### config.mk
export PLATFORM = sky130hd
export DESIGN_NAME = led_pwm_ctrl
export DESIGN_NICKNAME = d
export VERILOG_FILES = /design/src/rtl/ledc_pkg.sv /design/src/rtl/ledc_regs.sv /design/src/rtl/ledc_timer.sv /design/src/rtl/ledc_datapath.sv /design/src/rtl/led_pwm_ctrl.sv
export SDC_FILE = /design/constraint.sdc
export NUM_CORES = 1
export LEC_CHECK = 0
export BUFFER_PORTS_ARGS = -buffer_cell sky130_fd_sc_hd__buf_2
export CORE_ASPECT_RATIO = 0.7
export CORE_MARGIN = 4
export CORE_UTILIZATION = 60
export CTS_CLUSTER_DIAMETER = 100
export CTS_CLUSTER_SIZE = 28
export DETAILED_ROUTE_END_ITERATION = 8
export GPL_TIMING_DRIVEN = 0
export PLACE_DENSITY = 0.77
export SYNTH_ARGS = -nofsm -noshare
export SYNTH_HDL_FRONTEND = slang
export SYNTH_HIERARCHICAL = 1
export SYNTH_SLANG_ARGS = --single-unit
### constraint.sdc
create_clock -name clk -period 9.45 [get_ports clk]
set_input_delay 0.945 -clock clk [delete_from_list [all_inputs] [get_ports clk]]
set_output_delay 0.945 -clock clk [all_outputs]
set_load 0.02 [all_outputs]
### src/rtl/ledc_pkg.sv
package ledc_pkg;
  localparam int CH_NUM = 8;
  localparam int DUTY_W = 8;
  localparam int ADDR_W = 4;

  localparam logic [ADDR_W-1:0] A_CTRL   = 4'd0;
  localparam logic [ADDR_W-1:0] A_DUTY0  = 4'd1;
  localparam logic [ADDR_W-1:0] A_GDUTY  = 4'd9;
  localparam logic [ADDR_W-1:0] A_PERIOD = 4'd10;
  localparam logic [ADDR_W-1:0] A_STLO   = 4'd11;
  localparam logic [ADDR_W-1:0] A_STHI   = 4'd12;

  typedef enum logic [1:0] {
    ST_OFF  = 2'b00,
    ST_ON   = 2'b01,
    ST_IND  = 2'b10,
    ST_GRP  = 2'b11
  } chState_e;

  typedef struct packed {
    logic [CH_NUM-1:0][DUTY_W-1:0] duty;
    logic [CH_NUM-1:0][1:0]        state;
    logic [DUTY_W-1:0]             grpDuty;
    logic [DUTY_W-1:0]             period;
    logic                          blinkSel;
    logic                          ackSel;
  } ledc_cfg_t;

  typedef struct packed {
    logic hold;
    logic pwmStep;
    logic grpStep;
    logic blinkStep;
  } ledc_stb_t;
endpackage

### src/rtl/ledc_regs.sv
module ledc_regs
  import ledc_pkg::*;
(
  input  logic              clk,
  input  logic              rst_n,
  input  logic              wrEn,
  input  logic [ADDR_W-1:0] wrAddr,
  input  logic [DUTY_W-1:0] wrData,
  input  logic [ADDR_W-1:0] rdAddr,
  output logic [DUTY_W-1:0] rdData,
  input  logic              busStop,
  input  logic              byteAck,
  output ledc_cfg_t         cfg,
  output logic              commitNow
);
  localparam int ST_BYTES = (2 * CH_NUM) / DUTY_W;

  logic [CH_NUM-1:0][DUTY_W-1:0] dutySh;
  logic [2*CH_NUM-1:0]           stateSh;
  logic [2*CH_NUM-1:0]           stateCm;
  logic [DUTY_W-1:0]             gDutySh;
  logic [DUTY_W-1:0]             periodSh;
  logic [1:0]                    ctrlReg;

  assign commitNow = ctrlReg[1] ? byteAck : busStop;

  always_ff @(posedge clk) begin
    if (!rst_n) begin
      ctrlReg  <= '0;
      dutySh   <= '0;
      stateSh  <= '0;
      gDutySh  <= '1;
      periodSh <= '0;
    end else if (wrEn) begin
      if (wrAddr == A_CTRL)   ctrlReg  <= wrData[1:0];
      if (wrAddr == A_GDUTY)  gDutySh  <= wrData;
      if (wrAddr == A_PERIOD) periodSh <= wrData;
      if (wrAddr == A_STLO)   stateSh[DUTY_W-1:0] <= wrData;
      if (wrAddr == A_STHI)   stateSh[2*DUTY_W-1:DUTY_W] <= wrData;
      for (int i = 0; i < CH_NUM; i++)
        if (wrAddr == A_DUTY0 + ADDR_W'(i)) dutySh[i] <= wrData;
    end
  end

  always_ff @(posedge clk) begin
    if (!rst_n) begin
      cfg.duty    <= '0;
      stateCm     <= '0;
      cfg.grpDuty <= '1;
      cfg.period  <= '0;
    end else if (commitNow) begin
      cfg.duty    <= dutySh;
      stateCm     <= stateSh;
      cfg.grpDuty <= gDutySh;
      cfg.period  <= periodSh;
    end
  end

  assign cfg.blinkSel = ctrlReg[0];
  assign cfg.ackSel   = ctrlReg[1];

  for (genvar c = 0; c < CH_NUM; c++) begin : g_state
    assign cfg.state[c] = stateCm[2*c+1:2*c];
  end

  always_comb begin
    rdData = '0;
    case (rdAddr)
      A_CTRL:   rdData = {{(DUTY_W-2){1'b0}}, ctrlReg};
      A_GDUTY:  rdData = cfg.grpDuty;
      A_PERIOD: rdData = cfg.period;
      A_STLO:   rdData = stateCm[DUTY_W-1:0];
      A_STHI:   rdData = stateCm[ST_BYTES*DUTY_W-1:DUTY_W];
      default: begin
        for (int i = 0; i < CH_NUM; i++)
          if (rdAddr == A_DUTY0 + ADDR_W'(i)) rdData = cfg.duty[i];
      end
    endcase
  end
endmodule

### src/rtl/ledc_timer.sv
module ledc_timer
  import ledc_pkg::*;
#(
  parameter int PWM_DIV    = 4,
  parameter int GRP_DIV    = 64,
  parameter int BLINK_STEP = 1024
) (
  input  logic              clk,
  input  logic              rst_n,
  input  logic              sleep,
  input  logic [DUTY_W-1:0] period,
  output ledc_stb_t         stb
);
  localparam int PRE_W = $clog2(PWM_DIV + 1);
  localparam int GPR_W = $clog2(GRP_DIV + 1);
  localparam int BLK_W = $clog2((1 << DUTY_W) * BLINK_STEP + 1);

  logic [PRE_W-1:0] preCnt;
  logic [GPR_W-1:0] grpPre;
  logic [BLK_W-1:0] blkSub;
  logic [BLK_W-1:0] blkLimit;
  logic             hold;

  assign hold     = sleep || !rst_n;
  assign blkLimit = BLK_W'((32'(period) + 32'd1) * BLINK_STEP);

  assign stb.hold      = hold;
  assign stb.pwmStep   = !hold && (preCnt == PRE_W'(PWM_DIV - 1));
  assign stb.grpStep   = stb.pwmStep && (grpPre == GPR_W'(GRP_DIV - 1));
  assign stb.blinkStep = !hold && (blkSub >= blkLimit - BLK_W'(1));

  always_ff @(posedge clk) begin
    if (hold) begin
      preCnt <= '0;
      grpPre <= '0;
      blkSub <= '0;
    end else begin
      preCnt <= stb.pwmStep ? '0 : preCnt + PRE_W'(1);
      if (stb.pwmStep)
        grpPre <= stb.grpStep ? '0 : grpPre + GPR_W'(1);
      blkSub <= stb.blinkStep ? '0 : blkSub + BLK_W'(1);
    end
  end
endmodule

### src/rtl/ledc_datapath.sv
module ledc_datapath
  import ledc_pkg::*;
(
  input  logic              clk,
  input  ledc_stb_t         stb,
  input  ledc_cfg_t         cfg,
  output logic [CH_NUM-1:0] ledOut
);
  logic [DUTY_W-1:0] indCnt;
  logic [DUTY_W-1:0] grpCnt;
  logic [DUTY_W-1:0] blkIdx;
  logic              grpOn;

  always_ff @(posedge clk) begin
    if (stb.hold) begin
      indCnt <= '0;
      grpCnt <= '0;
      blkIdx <= '0;
    end else begin
      if (stb.pwmStep)   indCnt <= indCnt + DUTY_W'(1);
      if (stb.grpStep)   grpCnt <= grpCnt + DUTY_W'(1);
      if (stb.blinkStep) blkIdx <= blkIdx + DUTY_W'(1);
    end
  end

  assign grpOn = cfg.blinkSel ? (blkIdx < cfg.grpDuty) : (grpCnt < cfg.grpDuty);

  for (genvar c = 0; c < CH_NUM; c++) begin : g_ch
    logic indOn;
    assign indOn = indCnt < cfg.duty[c];
    always_comb begin
      case (chState_e'(cfg.state[c]))
        ST_OFF:  ledOut[c] = 1'b0;
        ST_ON:   ledOut[c] = 1'b1;
        ST_IND:  ledOut[c] = !stb.hold && indOn;
        default: ledOut[c] = !stb.hold && indOn && grpOn;
      endcase
    end
  end
endmodule

### src/rtl/led_pwm_ctrl.sv
module led_pwm_ctrl
  import ledc_pkg::*;
#(
  parameter int PWM_DIV    = 4,
  parameter int GRP_DIV    = 64,
  parameter int BLINK_STEP = 1024
) (
  input  logic        clk,
  input  logic        rst_n,
  input  logic        sleep,
  input  logic        wrEn,
  input  logic [3:0]  wrAddr,
  input  logic [7:0]  wrData,
  input  logic [3:0]  rdAddr,
  output logic [7:0]  rdData,
  input  logic        busStop,
  input  logic        byteAck,
  output logic [7:0]  ledOut
);
  ledc_cfg_t cfg;
  ledc_stb_t stb;
  logic      commitNow;

  ledc_regs u_regs (
    .clk(clk), .rst_n(rst_n), .wrEn(wrEn), .wrAddr(wrAddr), .wrData(wrData),
    .rdAddr(rdAddr), .rdData(rdData), .busStop(busStop), .byteAck(byteAck),
    .cfg(cfg), .commitNow(commitNow)
  );

  ledc_timer #(.PWM_DIV(PWM_DIV), .GRP_DIV(GRP_DIV), .BLINK_STEP(BLINK_STEP)) u_timer (
    .clk(clk), .rst_n(rst_n), .sleep(sleep), .period(cfg.period), .stb(stb)
  );

  ledc_datapath u_dp (
    .clk(clk), .stb(stb), .cfg(cfg), .ledOut(ledOut)
  );
endmodule

**Yosys cells after proc, flatten, opt, wreduce, memory -nomap -nowiden**

Cells that the tools add are included.

- Divide/modulo/power cells: 0
- Shifts and indexed selects: 0
- Order comparisons: 11
- Equal/unequal tests: 42
- Bitwise logic cells: 0
- Reductions and logical operators: 47
- Multiplexer cells: 20
- Multiply operators: 0
- Add/sub/neg operators: 8

Operators by type and width:

| operator | number |
|---|---|
| $lt A8 B8 Y1 | 10 |
| $mux W8 | 8 |
| $eq A4 B4 Y1 const B | 10 |
| $pmux W8 S5 | 1 |
| $eq A4 B3 Y1 const B | 8 |
| $reduce_and A2 Y1 | 13 |
| $add A8 B1 Y8 const B | 3 |
| $pmux W1 S3 | 8 |
| $add A19 B1 Y19 const B | 1 |
| $ge A19 B19 Y1 | 1 |
| $logic_and A1 B1 Y1 | 19 |
| $sub A19 B1 Y19 const B | 1 |
| $eq A2 B1 Y1 const B | 8 |
| $eq A2 B2 Y1 const B | 8 |
| $eq A4 B2 Y1 const B | 4 |
| $logic_not A2 Y1 | 8 |
| $add A8 B1 Y9 const B | 1 |
| $eq A4 B1 Y1 const B | 2 |
| $logic_not A4 Y1 | 2 |
| $add A7 B1 Y7 const B | 1 |
| $eq A7 B6 Y1 const B | 1 |
| $mux W7 | 1 |
| $reduce_or A2 Y1 | 2 |
| $add A3 B1 Y3 const B | 1 |
| other kinds (4) | 6 |

- RAM bits: 0
- Input bits: 22
- Bits in latches: 0
- Register bits: 247
- Output and inout port bits: 16
- Memories kept: 0
- Memory bits (read-only): 0
- Word-level logic and storage cells: 158

**Longest topological paths before layout**

Gate-level depths: netlist of run 1.

- Depth after elaboration: 10
- Gate-level depth with buffers: 15
- Gate-level depth less buffers: 13

**Modules after synthesis**

Netlist of run 1, hierarchy kept.

By module, submodules not included:

| module | instances | area each (sq um) | cells an instance | sequential area each (sq um) |
|---|---|---|---|---|
| ledc_regs | 1 | 8,295.5 | 876 | 3,883.7 |
| ledc_datapath | 1 | 2,884.0 | 355 | 480.5 |
| ledc_timer | 1 | 1,846.8 | 214 | 580.6 |

**Least setup slack after synthesis of run 1**

No wires, ideal clock.

- Path type: register to register
- Start: register u_regs/cfg[2] (netlist name)
- End: register u_dp.blkIdx[7]
- Arrival: 3.501 ns
- Clock period less this slack: 3.571 ns
- Required time: 9.380 ns
- Path slack: 5.879 ns
- Stages on the path, launching flop included: 15
- Library setup time: 0.070 ns
- Buffers on the path: 2
- Cell sequence: dfxtp_1 -> ha_1 -> nor3_1 -> or3b_2 -> a21oi_1 -> a211oi_1 -> ha_1 -> and4_1 -> a221o_1 -> clkbuf_1 -> o21a_1 -> clkbuf_1 -> nand4_1 -> or3_1 -> a21oi_1

RTL lines:

| item | line | source |
|---|---|---|
| end signal, assigned | ledc_datapath.sv:22 | `if (stb.blinkStep) blkIdx <= blkIdx + DUTY_W'(1);` |
| end, declared | ledc_datapath.sv:11 | `logic [DUTY_W-1:0] blkIdx;` |

**Worst setup path after layout of run 1**

- Start: input rst_n
- End: output ledOut[1]

- Cells in the longest elaborated chain, start to end: 6

Ends and longest elaborated chain:

| item | line | source |
|---|---|---|
| start, declared | led_pwm_ctrl.sv:9 | `input logic rst_n,` |
| $logic_not A1 Y1 * | - |  |
| $logic_or A1 B1 Y1 * | ledc_timer.sv:24 | `assign hold = sleep \|\| !rst_n;` |
| via u_timer.hold | ledc_timer.sv:22 | `logic hold;` |
| $logic_not A1 Y1 * | ledc_datapath.sv:35, ledc_datapath.sv:36 |  |
| $logic_and A1 B1 Y1 * | ledc_datapath.sv:35, ledc_datapath.sv:36 |  |
| $logic_and A1 B1 Y1 | ledc_datapath.sv:36 | `default: ledOut[c] = !stb.hold && indOn && grpOn;` |
| $pmux W1 S3 * | ledc_datapath.sv:32 | `case (chState_e'(cfg.state[c]))` |
| end, declared | led_pwm_ctrl.sv:18 | `output logic [7:0] ledOut` |

Mark *: on every way through the listed nets, which the timed path passes. The rest lies on a longest branch.

==> impl_metrics.yaml, run 1 <==
setup_path:
  cp_slowest_stage_delay_ns: 0.56
  r2r_setup_slack_ns: 5.02
  reg2reg_from: "u_regs/cfg[2]"
  cp_max_fo: 10
  slowest_stage: "nor2b_1"
  crit_start: "rst_n"
  r2r_end: "u_dp/blkIdx[7]"
  end_kind: "output port"
  worstRegToRegCells: 14
  critPathArrivalTime_ns: 3.65
  path_cells: "buf_2 -> nor2b_1 -> inv_1 -> clkbuf_1 -> buf_4 -> clkbuf_1 -> a211oi_1 -> o211ai_1 -> o22ai_1 -> buf_2"
  cp.required_ns: 8.51
  path_class: "input port to output port"
  worstSetupStartpointType: "input port"
timing:
  worst_pin_slew_ns: 1.22
  setup_tns_ns: 0
  hold_violations: 0
  slew_violations: 0
  period_minus_slack_ns: 4.59
  skew_ns: 0.0120
  finalCritPeriodShare_pct: 48.6
  finalSetupViolCount: 0
  rsz0062_at_grt: "no"
  slew_headroom_pct: 18.7
  clock.fmax_mhz: 218
logic_synthesis:
  ys_seq_area_share_pct: 38.0
  synth.most_common_cell: "dfxtp_1"
  synthArstFlopShare_pct: 0
  synthTopCellsByArea: "dfxtp_1, ha_1, mux2i_1"
  avgSynthCellArea_sq_um: 9.01
  yosys.area.top_type_share_pct: 38.0
  synth_cell_types: 76
  synthCells: 1445
  yosys_warnings: 6
  synth_edf_count: 0
  synth_top_flop_cell: "dfxtp_1"
  synth_seq_cells: 247
  yosys-top-cells-count: "dfxtp_1, nand2_1, mux2i_1"
  yosys.area.top_type: "dfxtp_1"
  syn_area_sq_um: 13000
  syn-num-nets: 1555
clock_network:
  cts-hold-fix-buffers: 0
  worstSkewPairLatency_ns: 0.49
  ctsResizeCount: 0
  cts_setup_buffers: 0
  tritoncts: "done"
  cts-htree-levels: 1
  clock-sinks: 247
  cts_buffers: 12
  root_buffer: "clkbuf_16"
  clk_pin_slew_ns: 0.11
  cts_buffer_depth: 3
grt:
  grt_pass1_vias: 10100
  grtUsageTotal_pct: 29.7
  grt_pass1_wl_um: 56900
  grt_overflow: 0
  antenna_found_initial: 0
  grt_max_degree: 29
routing:
  routed_wl_um: 36700
  drt-initial-drc-count: 967
  ant_nets: 0
  drcViolationCount: 0
  drt_first_pass_iters: 7
  wl_per_cell_um: 20.7
  vias_per_cell: 6.09
  vias: 10800
die:
  start_util_pct: 61.9
  die_y_um: 131
  coreArea_sq_um: 21000
  ioPinCount: 38
  die_w_um: 184
  die_area_sq_um: 24200
  fp-row-count: 44
placement:
  hpwl_um: 27000
  place_area_sq_um: 13600
  place.port_buffers: 36
  gp_congestion: 0.987
pwr:
  leakage_uw: 0.00507
  p_per_area_nw_per_um2: 129
  worst_ir_drop_vdd_mv: 0.126
layout:
  stdcell_area_sq_um: 13900
  final_nets: 1605
  drive_gt1_share_pct: 8.36
  diodes: 0
  nFillCells: 1745
  syn2layout_area_growth_pct: 6.59
worst_hold_path:
  min_to: "u_timer/preCnt[0]"
  hold_path.startpoint: "u_timer/preCnt[0]"
  hold_class: "register to register"
  hold_depth: 1
job:
  maxCapViolations: 0
status:
  outcome: "finished clean"
cell usage in the layout, fill, tap and decap left out, types with 13 or more instances in the layout:
cell,Yosys,routed
a21boi_0,80,80
clkbuf_1,55,55
clkbuf_16,0,13
o211ai_1,26,26
ha_1,88,88
nor3_1,29,29
a211oi_1,22,22
a22o_1,13,13
nand2_1,235,235
xor2_1,17,17
nor4_1,13,13
nand4_1,14,14
mux2i_1,102,102
nor2b_1,97,97
nor2_1,42,42
xnor2_1,22,22
inv_1,87,87
a21oi_1,40,40
buf_2,20,56
nand3_1,22,22
dfxtp_1,247,247
layout make-up:
class                      instances  area (sq um)  area share (%)
inverter                          88           330            2.38
clock inverter                     1          7.51          0.0541
tap                              276           345            2.49
buffer                            82           370            2.67
sequential                       247          4940            35.6
timing repair buffer              36           180            1.30
multi-input combinational       1028          7380            53.2
clock buffer                      13           325            2.34
state kept, by name, indices dropped and copies added (netlist names):
name / cells
u_dp/grpCnt: 8
u_timer/blkSub: 19
u_dp/blkIdx: 8
u_regs/cfg: 80
u_regs/stateCm: 16
u_dp/indCnt: 8
u_regs/dutySh: 64
u_regs/periodSh: 8
u_regs/stateSh: 16
u_regs/ctrlReg: 2
u_timer/grpPre: 7
u_regs/gDutySh: 8
u_timer/preCnt: 3
power by group:
part / switching (uW) / internal (uW) / leakage, uW
combinational: 100 / 52.9 / 0.00292
sequential: 9.73 / 1050 / 0.00199
clock: 328 / 250 / 0.000160
how the worst max path moves through the flow:
stage | to | slack [ns] | depth (start not counted)
after floorplan | u_dp/blkIdx[7] | 5.88 | 14
after global placement | ledOut[5] | 4.97 | 10
after detailed placement | ledOut[0] | 4.95 | 10
after CTS | ledOut[0] | 4.94 | 10
after global routing | ledOut[5] | 4.67 | 10
final | ledOut[1] | 4.86 | 10
through the flow:
| step | util [%] | hold slack, ns | setup slack (ns) | total power, uW | std cells |
|---|---|---|---|---|---|
| 2_1_floorplan | - | 0.408 | 5.88 | 1180 | 1445 |
| 3_3_place_gp | 64.4 | 0.418 | 4.97 | 1230 | 1757 |
| 3_5_place_dp | 64.4 | 0.430 | 4.95 | 1230 | 1757 |
| 4_1_cts | 66.0 | 0.448 | 4.94 | 1790 | 1771 |
| 5_1_grt | 66.0 | 0.470 | 4.67 | 1850 | 1771 |
| 6_report | 66.0 | 0.443 | 4.86 | 1790 | 1771 |
metal layers:
metal	global-route usage [%]	vias to the layer above	wire [um]
met5	0	-	0
met1	45.4	5133	17100
li1	-	5097	-
met4	5.99	0	764
met3	6.57	69	3620
met2	43.1	485	15300
logic make-up after synthesis:
logic type,share of synthesized area (%)
AOI/OAI and AO/OA,15.4
xor gates and xnor gates,2.62
adders and majority gates,8.45
buffers and inverters,5.38
DFF,38.0
muxes,10.3
and+or+nand+nor,19.9
worst max-delay path, delay by kind of cell:
family	cells	cell delay, ns
and+or+nand+nor	1	0.56
buffers and inverters	6	1.43
AOI/OAI and AO/OA	3	0.70
Note: power is estimated with default switching activity, not from simulation.
==> inputs of run 2 (changes only) <==
- clock period: 9.45 -> 4.35 ns (I/O delays scaled with it)
==> run 2 against run 1 <==
Net effect: combinational power increased by 120%; sequential share of layout area about the same; sequential power increased by 120%; core utilization about the same; power increased by 120%; critical path type is now register to register; critical endpoint is now u_dp/blkIdx[7].
==> impl_metrics.yaml, run 2 (synthesized netlist as in run 1, its figures left out) <==
clock_network:
  worstSkewPairLatency_ns: 0.48
  root_buffer: "clkbuf_16"
  clk_pin_slew_ns: 0.11
  clock-sinks: 247
  cts_buffers: 12
  cts_buffer_depth: 3
  cts-htree-levels: 1
  tritoncts: "done"
layout:
  syn2layout_area_growth_pct: 6.58
  final_nets: 1604
  largest_registers: "u_regs/cfg: 80 flops, u_regs/dutySh: 64 flops, u_timer/blkSub: 19 flops"
  drive_gt1_share_pct: 8.50
  final_cell_mix: "dfxtp_1, nand2_1, mux2i_1"
  final_common_cell: "dfxtp_1"
  stdcell_area_sq_um: 13900
  top_register: "u_regs/cfg"
  largest_reg_flops: 80
  fin_util_pct: 66.0
  stdcell_count: 1770
  diodes: 0
setup_path:
  path_class: "register to register"
  cp_max_fo: 11
  end_kind: "register"
  cp.required_ns: 4.76
  worstSetupStartpointType: "register"
  critPathArrivalTime_ns: 4.42
timing:
  finalCritPeriodShare_pct: 92.3
  worst_pin_slew_ns: 1.21
  hold_violations: 0
  rsz0062_at_grt: "no"
  slew_headroom_pct: 19.7
  slew_violations: 0
  finalSetupViolCount: 0
  skew_ns: 0.0111
  clock.fmax_mhz: 249
  period_minus_slack_ns: 4.01
  setup_tns_ns: 0
placement:
  hpwl_um: 27000
  place.port_buffers: 36
  placed_cells: 1757
  place_area_sq_um: 13600
  gp_congestion: 0.987
pwr:
  p_per_area_nw_per_um2: 280
  worst_ir_drop_vdd_mv: 0.273
  switchingPower_uw: 954
  combPwrFrac_pct: 8.5
  p_sw_share_pct: 24.5
  p_total_uw: 3890
  seqPwrFrac_pct: 59.2
  p_int_uw: 2940
  clockPowerShare_pct: 32.3
  leakage_uw: 0.00507
die:
  coreArea_sq_um: 21000
  die_area_sq_um: 24200
  die_w_um: 184
  ioPinCount: 38
  die_y_um: 131
  fp-row-count: 44
  start_util_pct: 61.9
status:
  outcome: "finished clean"
routing:
  routed_wl_um: 36700
  wl_per_cell_um: 20.7
  vias_per_cell: 6.06
  highest_layer: "met4"
  route.met3.wl_um: 3740
  wl_met1_um: 17000
  wl_met2_um: 15100
  drt_first_pass_iters: 6
  ant_nets: 0
  drcViolationCount: 0
  vias: 10700
  drt-initial-drc-count: 1059
grt:
  antenna_found_initial: 0
  grt_overflow: 0
  grt_pass1_vias: 10100
  grtUsageTotal_pct: 29.7
  grt_max_degree: 29
  grt_pass1_wl_um: 56900
job:
  maxCapViolations: 0
worst_hold_path:
  hold_class: "input port to register"
[run 2: path summary, 6_finish.rpt]
path                     startpoint                 to  slack, ns  cells after the start
hold reg to reg   u_timer/preCnt[0]  u_timer/preCnt[0]       0.44                      1
setup reg to reg      u_regs/cfg[3]     u_dp/blkIdx[7]       0.34                     13
hold / removal            wrData[6]  u_regs/dutySh[46]       0.25                      3
setup / recovery      u_regs/cfg[3]     u_dp/blkIdx[7]       0.34                     13
[run 2: what timing repair did]
item	CTS	global route
buffers inserted	0	0
resized for setup	1	1
hold endpoints to repair	0	0
hold buffers	0	0
gates cloned	0	0
setup endpoints to repair	1	3
[run 2: through the flow]
| step | hold slack (ns) | setup slack, ns |
|---|---|---|
| after floorplan | 0.408 | 0.779 |
| after global placement | 0.418 | 0.102 |
| after detailed placement | 0.430 | 0.0258 |
| after CTS | 0.243 | 0.0712 |
| after global routing | 0.268 | 0.0411 |
| final | 0.246 | 0.337 |
[run 2: power by group through the flow]
stage	combinational (uW)	clock [uW]	sequential, uW
finish	332	1260	2300
global route	354	1360	2310
CTS	325	1270	2300
detailed placement	324	0	2350
global placement	320	0	2350
floorplan	212	0	2350
[run 2: cell type report]
class | count | area [sq um]
Multi-Input combinational cell | 1028 | 7380
Inverter | 88 | 330
Tap cell | 276 | 345
Clock buffer | 13 | 325
Clock inverter | 1 | 7.51
Sequential cell | 247 | 4950
Buffer | 81 | 367
Fill cell | 1748 | 7150
Timing Repair Buffer | 36 | 180
[run 2: layer usage]
layer	GRT usage, %	up-vias
met2	43.1	466
met3	6.57	64
met4	5.99	0
met5	0	-
li1	-	5102
met1	45.4	5102
[run 2: worst max-delay path: stages (launching register included)]
cell and delay, ns:
dfxtp_1 0.61, ha_1 0.31, nand2b_1 0.16, or3b_2 0.50
a21oi_1 0.15, a211oi_1 0.07, ha_1 0.31, and4_1 0.23
a221o_2 0.32, o21a_1 0.17, clkbuf_1 0.27, nand4_1 0.29
or3_1 0.41, a21oi_1 0.15
==> inputs of run 3 (changes only) <==
- CELL_PAD_IN_SITES_DETAIL_PLACEMENT: default -> 0
- CELL_PAD_IN_SITES_GLOBAL_PLACEMENT: default -> 1
- CORE_UTILIZATION: 60 -> 49
- PLACE_DENSITY: 0.77 -> default
- PLACE_DENSITY_LB_ADDON: default -> 0.1
==> run 3 against run 2 <==
Net effect: global-route usage down 3.9 points; power up 0.40%; clock power about the same; setup slack better by 0.095 ns; combinational power about the same; sequential share of layout area down 0.26 points; clock skew up 0.0049 ns; die area up 21%; sequential power about the same.
==> impl_metrics.yaml, run 3 (synthesized netlist as in run 1, its figures left out) <==
pwr:
  p_sw_share_pct: 24.8
  leakage_uw: 0.00507
  switchingPower_uw: 969
  p_int_uw: 2940
  combPwrFrac_pct: 8.6
  worst_ir_drop_vdd_mv: 0.210
  seqPwrFrac_pct: 58.9
  p_per_area_nw_per_um2: 280
  clockPowerShare_pct: 32.5
routing:
  wl_per_cell_um: 20.7
  drcViolationCount: 0
  drt-initial-drc-count: 725
  drt_first_pass_iters: 5
  ant_nets: 0
  routed_wl_um: 38300
  vias_per_cell: 5.65
  vias: 10500
layout:
  nFillCells: 2489
  final_cell_mix: "dfxtp_1, nand2_1, mux2i_1"
  diodes: 0
  largest_registers: "u_regs/cfg: 80 flops, u_regs/dutySh: 64 flops, u_timer/blkSub: 19 flops"
  largest_reg_flops: 80
  top_register: "u_regs/cfg"
  syn2layout_area_growth_pct: 7.36
  final_nets: 1604
  fin_util_pct: 53.9
  drive_gt1_share_pct: 8.50
  final_common_cell: "dfxtp_1"
  stdcell_count: 1851
setup_path:
  cp_max_fo: 8
  worstRegToRegCells: 14
  critPathCapture: "u_dp/blkIdx[7]"
  r2r_setup_slack_ns: 0.43
  cp.required_ns: 4.77
  r2r_end: "u_dp/blkIdx[7]"
  worstSetupStartpointType: "register"
  critPathArrivalTime_ns: 4.33
  end_kind: "register"
  crit_start: "u_regs/cfg[3]"
  path_class: "register to register"
  reg2reg_from: "u_regs/cfg[3]"
grt:
  grtUsageTotal_pct: 25.8
  grt_pass1_vias: 9759
  grt_max_degree: 29
  grt_overflow: 0
  antenna_found_initial: 0
  grt_pass1_wl_um: 58500
die:
  die_y_um: 144
  die_w_um: 203
  die_area_sq_um: 29300
  coreArea_sq_um: 25900
  fp-row-count: 49
  start_util_pct: 50.2
  ioPinCount: 38
timing:
  slew_headroom_pct: 17.3
  worst_pin_slew_ns: 1.24
  finalSetupViolCount: 0
  skew_ns: 0.0160
  hold_violations: 0
  period_minus_slack_ns: 3.92
  rsz0062_at_grt: "no"
  finalCritPeriodShare_pct: 90.1
  clock.fmax_mhz: 255
  setup_tns_ns: 0
  slew_violations: 0
clock_network:
  tritoncts: "done"
  worstSkewPairLatency_ns: 0.49
  cts_buffer_depth: 3
  cts_buffers: 12
  root_buffer: "clkbuf_16"
  clk_pin_slew_ns: 0.11
  ctsResizeCount: 0
  cts-hold-fix-buffers: 0
  cts-htree-levels: 1
  cts_setup_buffers: 0
  clock-sinks: 247
worst_hold_path:
  hold_class: "input port to register"
placement:
  hpwl_um: 28300
  gp_congestion: 0.976
  place.port_buffers: 36
  placed_cells: 1838
job:
  maxCapViolations: 0
status:
  outcome: "finished clean"
-- run 3: cell counts in the layout (fill, tap and decap cells not counted) --
Identical to the previous run, type by type.
-- run 3: cell type report --
| cell class | count | area (sq um) | area share [%] |
|---|---|---|---|
| tap | 357 | 447 | 3.19 |
| clock buffer | 13 | 325 | 2.33 |
| sequential | 247 | 4950 | 35.4 |
| inverter | 88 | 330 | 2.36 |
| timing repair buffer | 36 | 180 | 1.29 |
| multi-input combinational | 1028 | 7380 | 52.8 |
| buffer | 81 | 367 | 2.62 |
| clock inverter | 1 | 7.51 | 0.0537 |
-- run 3: critical path, cell delays in order, from the launching register on --
cell	delay, ns
dfxtp_1	0.61
ha_1	0.31
nand2b_1	0.15
or3b_2	0.48
o211a_1	0.15
a211oi_1	0.18
ha_1	0.19
and4_1	0.21
nand2_1	0.11
o21ba_2	0.26
o21a_1	0.10
clkbuf_1	0.26
nand4_1	0.27
or3_1	0.40
a21oi_1	0.15
-- run 3: stage by stage --
stage,hold slack (ns),area (sq um),total power (uW),setup slack (ns)
after floorplan,0.408,13000,2560,0.779
after global placement,0.417,13700,2680,0.0895
after detailed placement,0.426,13700,2680,0.0670
after CTS,0.231,14000,3960,0.0424
after global routing,0.235,14000,4060,0.00633
final,0.242,14000,3910,0.432
-- run 3: worst min path at each step --
stage | start | end | cells after the start
after floorplan | u_timer/preCnt[0] | u_timer/preCnt[0] | 1
after global placement | u_timer/preCnt[0] | u_timer/preCnt[0] | 1
after detailed placement | u_timer/preCnt[0] | u_timer/preCnt[0] | 1
after CTS | wrData[7] | u_regs/periodSh[7] | 3
after global routing | wrData[3] | u_regs/dutySh[43] | 3
final | wrData[3] | u_regs/dutySh[43] | 3
-- run 3: routing by layer --
| metal | wire length [um] | GRT usage (%) | part of all wire [%] | up-vias |
|---|---|---|---|---|
| li1 | - | - | - | 5099 |
| met2 | 15500 | 38.1 | 40 | 335 |
| met3 | 3360 | 5.87 | 8.8 | 37 |
| met4 | 527 | 3.68 | 1.4 | 0 |
| met5 | 0 | 0 | 0 | - |
| met1 | 18900 | 39.2 | 49 | 4988 |
-- run 3: power by group through the flow --
stage	registers (uW)	clock network, uW	logic [uW]
finish	2300	1270	335
global route	2310	1390	360
CTS	2300	1320	331
detailed placement	2350	0	330
global placement	2350	0	328
floorplan	2350	0	212
